**src/rtl/dtd_pkg.sv**
```systemverilog
package dtd_pkg;
  localparam int CFG_W = 3;

  typedef struct packed {
    logic sts;
    logic err_en;
    logic short_sel;
  } dtd_cfg_t;
endpackage

```
**src/rtl/dtd_cfg_regs.sv**
```systemverilog
module dtd_cfg_regs
  import dtd_pkg::*;
(
  input  logic             clk,
  input  logic             rst_n,
  input  logic             we,
  input  logic [CFG_W-1:0] wdata,
  input  logic             set_sts,
  output dtd_cfg_t         cfg
);
  dtd_cfg_t cfg_q;
  dtd_cfg_t wr_view;

  assign wr_view = dtd_cfg_t'(wdata);

  always_ff @(posedge clk) begin
    if (!rst_n) begin
      cfg_q <= '0;
    end else begin
      if (we) begin
        cfg_q.short_sel <= wr_view.short_sel;
        cfg_q.err_en    <= wr_view.err_en;
      end
      cfg_q.sts <= set_sts | (cfg_q.sts & ~(we & wr_view.sts));
    end
  end

  assign cfg = cfg_q;

  assert_sts_set_wins_R8: assert property (@(posedge clk) disable iff (!rst_n)
    set_sts |=> cfg_q.sts);
  assert_sts_sticky_R8: assert property (@(posedge clk) disable iff (!rst_n)
    (cfg_q.sts && !we) |=> cfg_q.sts);
endmodule

```
**src/rtl/dtd_head_timer.sv**
```systemverilog
module dtd_head_timer #(
  parameter int LONG_EXP  = 15,
  parameter int SHORT_EXP = 10,
  parameter int ID_W      = 4
) (
  input  logic            clk,
  input  logic            rst_n,
  input  logic            head_valid,
  input  logic [ID_W-1:0] head_id,
  input  logic            retry_hit,
  input  logic            short_sel,
  input  logic            blank,
  output logic            expire,
  output logic [ID_W-1:0] expire_id
);
  localparam int CNT_W = LONG_EXP + 1;
  localparam logic [CNT_W-1:0] CNT_MAX = CNT_W'(1) << LONG_EXP;

  logic             trk_q, done_q;
  logic [ID_W-1:0]  trk_id_q;
  logic [CNT_W-1:0] cnt_q;
  logic             same_entry, limit_hit;

  assign same_entry = trk_q && (head_id == trk_id_q);
  assign limit_hit  = short_sel ? cnt_q[SHORT_EXP] : cnt_q[LONG_EXP];
  assign expire     = head_valid && !blank && same_entry && !done_q && limit_hit;
  assign expire_id  = trk_id_q;

  always_ff @(posedge clk) begin
    if (!rst_n) begin
      trk_q    <= 1'b0;
      done_q   <= 1'b0;
      trk_id_q <= '0;
      cnt_q    <= '0;
    end else if (blank || !head_valid || expire) begin
      trk_q  <= 1'b0;
      done_q <= 1'b0;
      cnt_q  <= '0;
    end else if (!same_entry) begin
      trk_q    <= 1'b1;
      trk_id_q <= head_id;
      done_q   <= retry_hit;
      cnt_q    <= retry_hit ? '0 : CNT_W'(1);
    end else if (!done_q) begin
      if (retry_hit) begin
        done_q <= 1'b1;
        cnt_q  <= '0;
      end else begin
        cnt_q <= cnt_q + CNT_W'(1);
      end
    end
  end

  always_comb begin
    assert_cnt_bound_R2: assert (!rst_n || cnt_q <= CNT_MAX);
  end

  assert_expire_clears_R6: assert property (@(posedge clk) disable iff (!rst_n)
    expire |=> (cnt_q == '0));
  assert_done_holds_R4: assert property (@(posedge clk) disable iff (!rst_n)
    (done_q && head_valid && !blank && head_id == trk_id_q) |=> (done_q && cnt_q == '0));
endmodule

```
**src/rtl/dtd_discard_out.sv**
```systemverilog
module dtd_discard_out #(
  parameter int ID_W = 4
) (
  input  logic            clk,
  input  logic            rst_n,
  input  logic            expire,
  input  logic [ID_W-1:0] expire_id,
  input  logic            err_en,
  output logic            disc_valid,
  output logic [ID_W-1:0] disc_id,
  output logic            err_pulse
);
  always_ff @(posedge clk) begin
    if (!rst_n) begin
      disc_valid <= 1'b0;
      disc_id    <= '0;
      err_pulse  <= 1'b0;
    end else begin
      disc_valid <= expire;
      err_pulse  <= expire & err_en;
      if (expire) disc_id <= expire_id;
    end
  end

  assert_disc_one_cycle_R6: assert property (@(posedge clk) disable iff (!rst_n)
    disc_valid |=> !disc_valid);
  assert_err_with_disc_R9: assert property (@(posedge clk) disable iff (!rst_n)
    err_pulse |-> disc_valid);
endmodule

```
**src/rtl/dtd_discard_timer.sv**
```systemverilog
module dtd_discard_timer
  import dtd_pkg::*;
#(
  parameter int LONG_EXP  = 15,
  parameter int SHORT_EXP = 10,
  parameter int ID_W      = 4
) (
  input  logic             clk,
  input  logic             rst_n,
  input  logic             head_valid,
  input  logic [ID_W-1:0]  head_id,
  input  logic             retry_hit,
  output logic             disc_valid,
  output logic [ID_W-1:0]  disc_id,
  output logic             err_pulse,
  input  logic             cfg_we,
  input  logic [CFG_W-1:0] cfg_wdata,
  output logic [CFG_W-1:0] cfg_rdata
);
  dtd_cfg_t        cfg;
  logic            expire;
  logic [ID_W-1:0] expire_id;

  dtd_cfg_regs u_regs (
    .clk     (clk),
    .rst_n   (rst_n),
    .we      (cfg_we),
    .wdata   (cfg_wdata),
    .set_sts (expire),
    .cfg     (cfg)
  );

  dtd_head_timer #(
    .LONG_EXP  (LONG_EXP),
    .SHORT_EXP (SHORT_EXP),
    .ID_W      (ID_W)
  ) u_timer (
    .clk        (clk),
    .rst_n      (rst_n),
    .head_valid (head_valid),
    .head_id    (head_id),
    .retry_hit  (retry_hit),
    .short_sel  (cfg.short_sel),
    .blank      (disc_valid),
    .expire     (expire),
    .expire_id  (expire_id)
  );

  dtd_discard_out #(.ID_W(ID_W)) u_out (
    .clk        (clk),
    .rst_n      (rst_n),
    .expire     (expire),
    .expire_id  (expire_id),
    .err_en     (cfg.err_en),
    .disc_valid (disc_valid),
    .disc_id    (disc_id),
    .err_pulse  (err_pulse)
  );

  assign cfg_rdata = CFG_W'(cfg);

  assert_sts_rise_with_disc_R8: assert property (@(posedge clk) disable iff (!rst_n)
    $rose(cfg_rdata[2]) |-> disc_valid);
  assert_disc_needs_head_R7: assert property (@(posedge clk) disable iff (!rst_n)
    disc_valid |-> $past(head_valid));
endmodule

```
**config.mk**
```make
export PLATFORM = sky130hd
export DESIGN_NAME = dtd_discard_timer
export DESIGN_NICKNAME = d
export VERILOG_FILES = /design/src/rtl/dtd_pkg.sv /design/src/rtl/dtd_cfg_regs.sv /design/src/rtl/dtd_head_timer.sv /design/src/rtl/dtd_discard_out.sv /design/src/rtl/dtd_discard_timer.sv
export SDC_FILE = /design/constraint.sdc
export NUM_CORES = 1
export LEC_CHECK = 0
export BUFFER_PORTS_ARGS = -buffer_cell sky130_fd_sc_hd__buf_2
export CORE_MARGIN = 8
export CORE_UTILIZATION = 56
export DETAILED_ROUTE_END_ITERATION = 6
export PLACE_DENSITY = 0.79
export SLEW_MARGIN = 20
export SYNTH_ARGS = -nofsm -noshare
export SYNTH_HDL_FRONTEND = slang
export SYNTH_HIERARCHICAL = 1
export SYNTH_SLANG_ARGS = --single-unit
```
**constraint.sdc**
```tcl
create_clock -name clk -period 1.9 [get_ports clk]
set_input_delay 0.38 -clock clk [delete_from_list [all_inputs] [get_ports clk]]
set_output_delay 0.38 -clock clk [all_outputs]
set_load 0.05 [all_outputs]
```
# After elaboration in Yosys (flattened, before gate mapping)
# Cells that the tools add are included.
[word_totals]
regBits = 31
latch_bits = 0
mem_bits_rw = 0
romBits = 0
input_bits = 12
out_inout_bits = 9
word_cells = 41
memories = 0
[op_classes]
n_addsub = 1
multipliers = 0
div_mod_pow = 0
order_cmp = 0
eq_ne = 2
n_shift = 0
muxes = 8
bitwise_logic = 8
n_reduce_logical = 12
[op_table]
columns = ["op", "count"]
rows = [
  ["$mux W16", 3],
  ["$add A16 B1 Y16 const B", 1],
  ["$logic_and A1 B1 Y1", 5],
  ["$mux W1", 5],
  ["$eq A4 B4 Y1", 1],
  ["$not A1 Y1", 4],
  ["$and A1 B1 Y1", 3],
  ["$logic_not A1 Y1", 3],
  ["$logic_or A1 B1 Y1", 2],
  ["$ne A2 B2 Y1 const B", 1],
  ["$reduce_and A2 Y1", 1],
  ["$reduce_or A2 Y1", 1],
  ["$or A1 B1 Y1", 1],
]

# Depth between registers and ports, before layout
[depth]
depth_word = 8
ltp_mapped = 7

# By module
# The synthesis kept the hierarchy.
[modules_own_cells]
columns = ["mod", "instances", "cells_each", "area_each_um2"]
rows = [
  ["dtd_head_timer", 1, 137, 1213.7],
  ["dtd_discard_out", 1, 17, 211.5],
  ["dtd_cfg_regs", 1, 10, 107.6],
]

# Worst setup path before layout
# Ideal clock, no wire load.
[synth_path]
path_kind = "reg2reg"
from = "reg u_regs/cfg[0] (netlist name)"
to = "reg u_timer.cnt_q[3]"
setup_ps = 78
arrival_time_ps = 1557
required_time_ps = 1822
path_slack_ps = 265
stages_incl_launch_ff = 7
n_path_buf = 2
path_cell_list = "dfxtp_1 mux2i_1 nor2_1 a21o_1 buf_2 buf_2 nor3_1"
[synth_via]
elab_chain_len = 4
[synth_lines]
columns = ["item", "line_no", "text"]
rows = [
  ["$mux W1", "dtd_head_timer.sv:25", "assign limit_hit = short_sel ? cnt_q[SHORT_EXP] : cnt_q[LONG_EXP];"],
  ["$logic_and A1 B1 Y1", "dtd_head_timer.sv:26", "assign expire = head_valid && !blank && same_entry && !done_q && limit_hit;"],
  ["$logic_or A1 B1 Y1", "dtd_head_timer.sv:35", "end else if (blank || !head_valid || expire) begin"],
  ["$reduce_or A2 Y1 (no line)", "-", ""],
  ["end signal: assignment", "dtd_head_timer.sv:43", "cnt_q <= retry_hit ? '0 : CNT_W'(1);"],
  ["end signal: assignment", "dtd_head_timer.sv:49", "cnt_q <= cnt_q + CNT_W'(1);"],
  ["end: declaration", "dtd_head_timer.sv:21", "logic [CNT_W-1:0] cnt_q;"],
]
# Every way passes these cells.
# A chain may end at the register's enable or synchronous reset.

# Worst setup path after layout
[layout_path]
from = "reg u_timer.trk_id_q[0], in the netlist u_timer/expire_id[0]"
to = "reg u_timer.cnt_q[7]"
[layout_via]
elab_chain_len = 7
word_cells_on_any_way = 9
[layout_lines]
columns = ["item", "line_no", "text"]
rows = [
  ["start: declaration", "dtd_head_timer.sv:20", "logic [ID_W-1:0] trk_id_q;"],
  ["start signal: assignment", "dtd_head_timer.sv:41", "trk_id_q <= head_id;"],
  ["$eq A4 B4 Y1 *", "dtd_head_timer.sv:24", "assign same_entry = trk_q && (head_id == trk_id_q);"],
  ["$logic_and A1 B1 Y1 *", "dtd_head_timer.sv:24", ""],
  ["$logic_and A1 B1 Y1 (3 in a row)", "dtd_head_timer.sv:26", ""],
  ["$logic_or A1 B1 Y1", "dtd_head_timer.sv:35", ""],
  ["$reduce_or A2 Y1 (no line)", "-", ""],
]
# Every way passes the cells marked *; elsewhere a longest branch is shown, timed or not.

==> run_results.csv <==
group,metric,value,unit
power_and_ir_drop,clkPwrFrac,32.4,%
finish,drive_gt1_share,23.6,%
setup_path,cp_slowest_stage_delay,0.36,ns
floorplanning,rows,19,
synthesis,synth_flop_cell,"dfxtp_1",
finish,multi_input_area,842,sq um
setup_path,r2r_cells,6,
global_routing,grt_max_degree,19,
setup_path,endpoint_kind,"flip-flop",
synthesis,synth_nets,177,
placement,dp_hpwl,2.49,mm
routing,drt_iter0_drc,101,
floorplanning,fp.dieW,68.3,microns
finish,n_antenna_cell,0,
power_and_ir_drop,power_frac_seq,58.5,%
global_routing,grt-ovfl-total,0,
power_and_ir_drop,powerDensity,652,mW/mm^2
power_and_ir_drop,p_sw_share,25.8,%
synthesis,synth_warnings,6,
synthesis,synth_edf_count,0,
hold_path,hp-start,"cfg_wdata[2]",
clock_tree,cts_tree,"built",
timing,fin_skew,0.00931,ns
synthesis,syn_inst,164,
clock_tree,clkSinkCount,31,
clock_tree,clk_pin_slew,0.10,ns
setup_path,r2r_end,"u_timer/cnt_q[7]$_SDFFE_PP0P_",
finish,final_area,0.00176,sq mm
setup_path,start_kind,"flip-flop",
global_routing,grt-busiest-layer,"met2",
finish,syn2layout_area_growth,14.7,%
routing,routed_wl,3.41,mm
synthesis,yosysSeqAreaShare,40.5,%
timing,holdWs,0.236,ns
floorplanning,io_pins,21,
power_and_ir_drop,p_leak,0.000625,uW
setup_path,path_cells,"xnor2_2 -> nand3_4 -> nor3_4 -> buf_4 -> o21ai_1 -> a311oi_1",
clock_tree,cts-root-buf,"clkbuf_4",
synthesis,yosys.cell_types.count,39,
timing,fmax,583,MHz
clock_tree,cts_max_level,2,
timing,layout_min_cycle_time,1.72,ns
timing,timing.slew.headroom,74.2,%
clock_tree,post_cts_buffers,0,
synthesis,ys_seq_elements,31,
timing,worstMarginPinSlew,0.377,ns
power_and_ir_drop,net-switching-power,296,uW
job,drv_cap,0,
setup_path,arrival,1.93,ns
timing,hold_violations,0,
setup_path,critPathKind,"flip-flop to flip-flop",
floorplanning,coreArea,0.00269,sq mm
power_and_ir_drop,power.share.combinational,9.1,%
timing,setup_violations,0,
routing,via_count,1348,
timing,fin_tns_setup,0,ns
hold_path,min_delay_worst_endpoint,"u_regs/cfg[2]$_SDFF_PN0_",
placement,portBuffers,20,
hold_path,hold_class,"input pin to flip-flop",
placement,gp_congestion,0.778,
setup_path,r2r-start,"u_timer/expire_id[0]$_SDFFE_PN0P_",
setup_path,cp.required,2.12,ns
global_routing,grt_util_all_layers,16.4,%
routing,vias_per_cell,5.96,
timing,rsz0062_at_grt,"no",
global_routing,grt_pass1_vias,1378,
power_and_ir_drop,p_int,850,uW
routing,ant_nets,0,
timing,period_share,90.3,%
power_and_ir_drop,vdd_drop_max,0.000587,V
setup_path,crit_fanout,12,
setup_path,worst_path_max_delay_cell,"dfxtp_1",
global_routing,grtUsageMet2,30.2,%
floorplanning,die_height,68.3,microns
synthesis,async_flop_share,0,%
global_routing,grt_pass1_wl,5.84,mm
floorplanning,design.die.area,0.00467,sq mm
routing,drtPass1Iterations,4,
routing,wire_per_inst,15.1,microns
global_routing,use_met3,5.40,%
synthesis,syn_avg_cell_area,9.35,sq um
clock_tree,cts_resized,0,
global_routing,grt_antenna_before_repair,0,
clock_tree,clock_path_buffers,2,
routing,route.detailed.drc,0,
synthesis,synth_area,0.00153,sq mm
hold_path,holdPathStages,2,
clock_tree,cts_hold_buf,0,
clock_tree,clk_latency,0.33,ns
power_and_ir_drop,total_power,1150,uW
finish,register_area,621,sq um
floorplanning,start_util,57.1,%
finish,fin_nets,207,
timing,slew_viol_final,0,
placement,postPlaceCellArea,0.00171,sq mm
global_routing,gr-usage-met1,16.7,%
clock_tree,cts_made_buffers,5,
finish,fillers,223,
status,status,"finished, final reports clean",
setup_path,rrSetupSlack,0.18,ns
## worst max-delay path, delay by kind of cell, from the launching register on
kind	cells	cell delay, ns
AO/OA/AOI/OAI	2	0.41
AND/OR/NAND/NOR	2	0.40
flip-flops	1	0.36
buffers and inverters	1	0.22
XOR/XNOR	1	0.20
## worst max path at each step
stage / startpoint / to / slack (ns) / depth (start not counted)
floorplan: u_regs/cfg[0]$_SDFFE_PN0P_ / u_timer/cnt_q[3]$_SDFFE_PP0P_ / 0.26 / 6
global placement: head_id[2] / u_out/disc_id[1]$_SDFFE_PN0P_ / 0.15 / 7
detailed placement: head_id[2] / u_out/disc_id[1]$_SDFFE_PN0P_ / 0.07 / 7
CTS: u_timer/expire_id[0]$_SDFFE_PN0P_ / u_timer/cnt_q[7]$_SDFFE_PP0P_ / 0.16 / 6
global route: u_timer/expire_id[0]$_SDFFE_PN0P_ / u_out/disc_id[3]$_SDFFE_PN0P_ / 0.0002 / 6
finish: u_timer/expire_id[0]$_SDFFE_PN0P_ / u_timer/cnt_q[7]$_SDFFE_PP0P_ / 0.18 / 6
## area by class of cell
type | instances | area share (%)
clock buffer | 7 | 2.56
sequential | 31 | 35.3
tap | 31 | 2.21
clock inverter | 1 | 0.285
multi-input combinational | 120 | 47.9
timing repair buffer | 29 | 10.2
inverter | 7 | 1.49
## state kept, by name, summed over array words and instances (netlist names)
name / cells
u_timer/cnt_q: 16
u_out/disc_id: 4
u_timer/expire_id: 4
u_regs/cfg: 3
u_out/disc_valid: 1
u_out/err_pulse: 1
u_timer/done_q: 1
u_timer/trk_q: 1
## placed cells by master, fill, tap and decap left out, types with 5 or more instances in the layout
cell type,Yosys,layout
a21oi_1,7,7
nand2_1,10,10
buf_2,2,20
a311oi_1,7,7
dfxtp_1,31,31
mux2i_1,11,11
nor2_1,10,10
nand3_1,6,6
inv_1,7,7
nor3_1,7,7
nor2b_1,12,12
buf_4,1,8
clkbuf_4,0,5
## logic make-up after synthesis
kind of cell    synth area share [%]
simple gates                    25.9
compound gates                  17.9
flops                           40.5
buf+inv                         4.57
mux                             7.18
xor+xnor                        3.18
fa+ha+maj                      0.816
## power groups by stage
stage / Combinational (uW) / Clock [uW] / Sequential [uW]
6_report: 104 / 372 / 671
3_3_place_gp: 101 / 0 / 686
5_1_grt: 113 / 409 / 673
3_5_place_dp: 104 / 0 / 686
2_1_floorplan: 61.8 / 0 / 693
4_1_cts: 105 / 385 / 671
## Yosys cell counts, types with 6 or more instances
master    count  area [sq um]
nand2_1      10          37.5
nor2_1       10          37.5
nor3_1        7          35.0
nand3_1       6          30.0
a311oi_1      7          61.3
mux2i_1      11           110
nor2b_1      12          75.1
a21oi_1       7          35.0
inv_1         7          26.3
dfxtp_1      31           621
## through the flow
stage                     std cells  setup WS, ns  utilization, %
after floorplan                 164         0.265               -
after global placement          218         0.154            63.6
after detailed placement        218        0.0666            63.6
after CTS                       226         0.158            65.4
after global routing            226      0.000218            65.4
final                           226         0.185            65.4
## metal layers
metal  routed length [microns]  vias to the layer above  share of wire [%]
met5                         0                        -                  0
met4                        46                        0                1.4
met1                      1390                      642                 41
li1                          -                      670                  -
met3                       146                        5                4.3
met2                      1820                       31                 54
No activity file was read; power rests on OpenSTA's default activity.
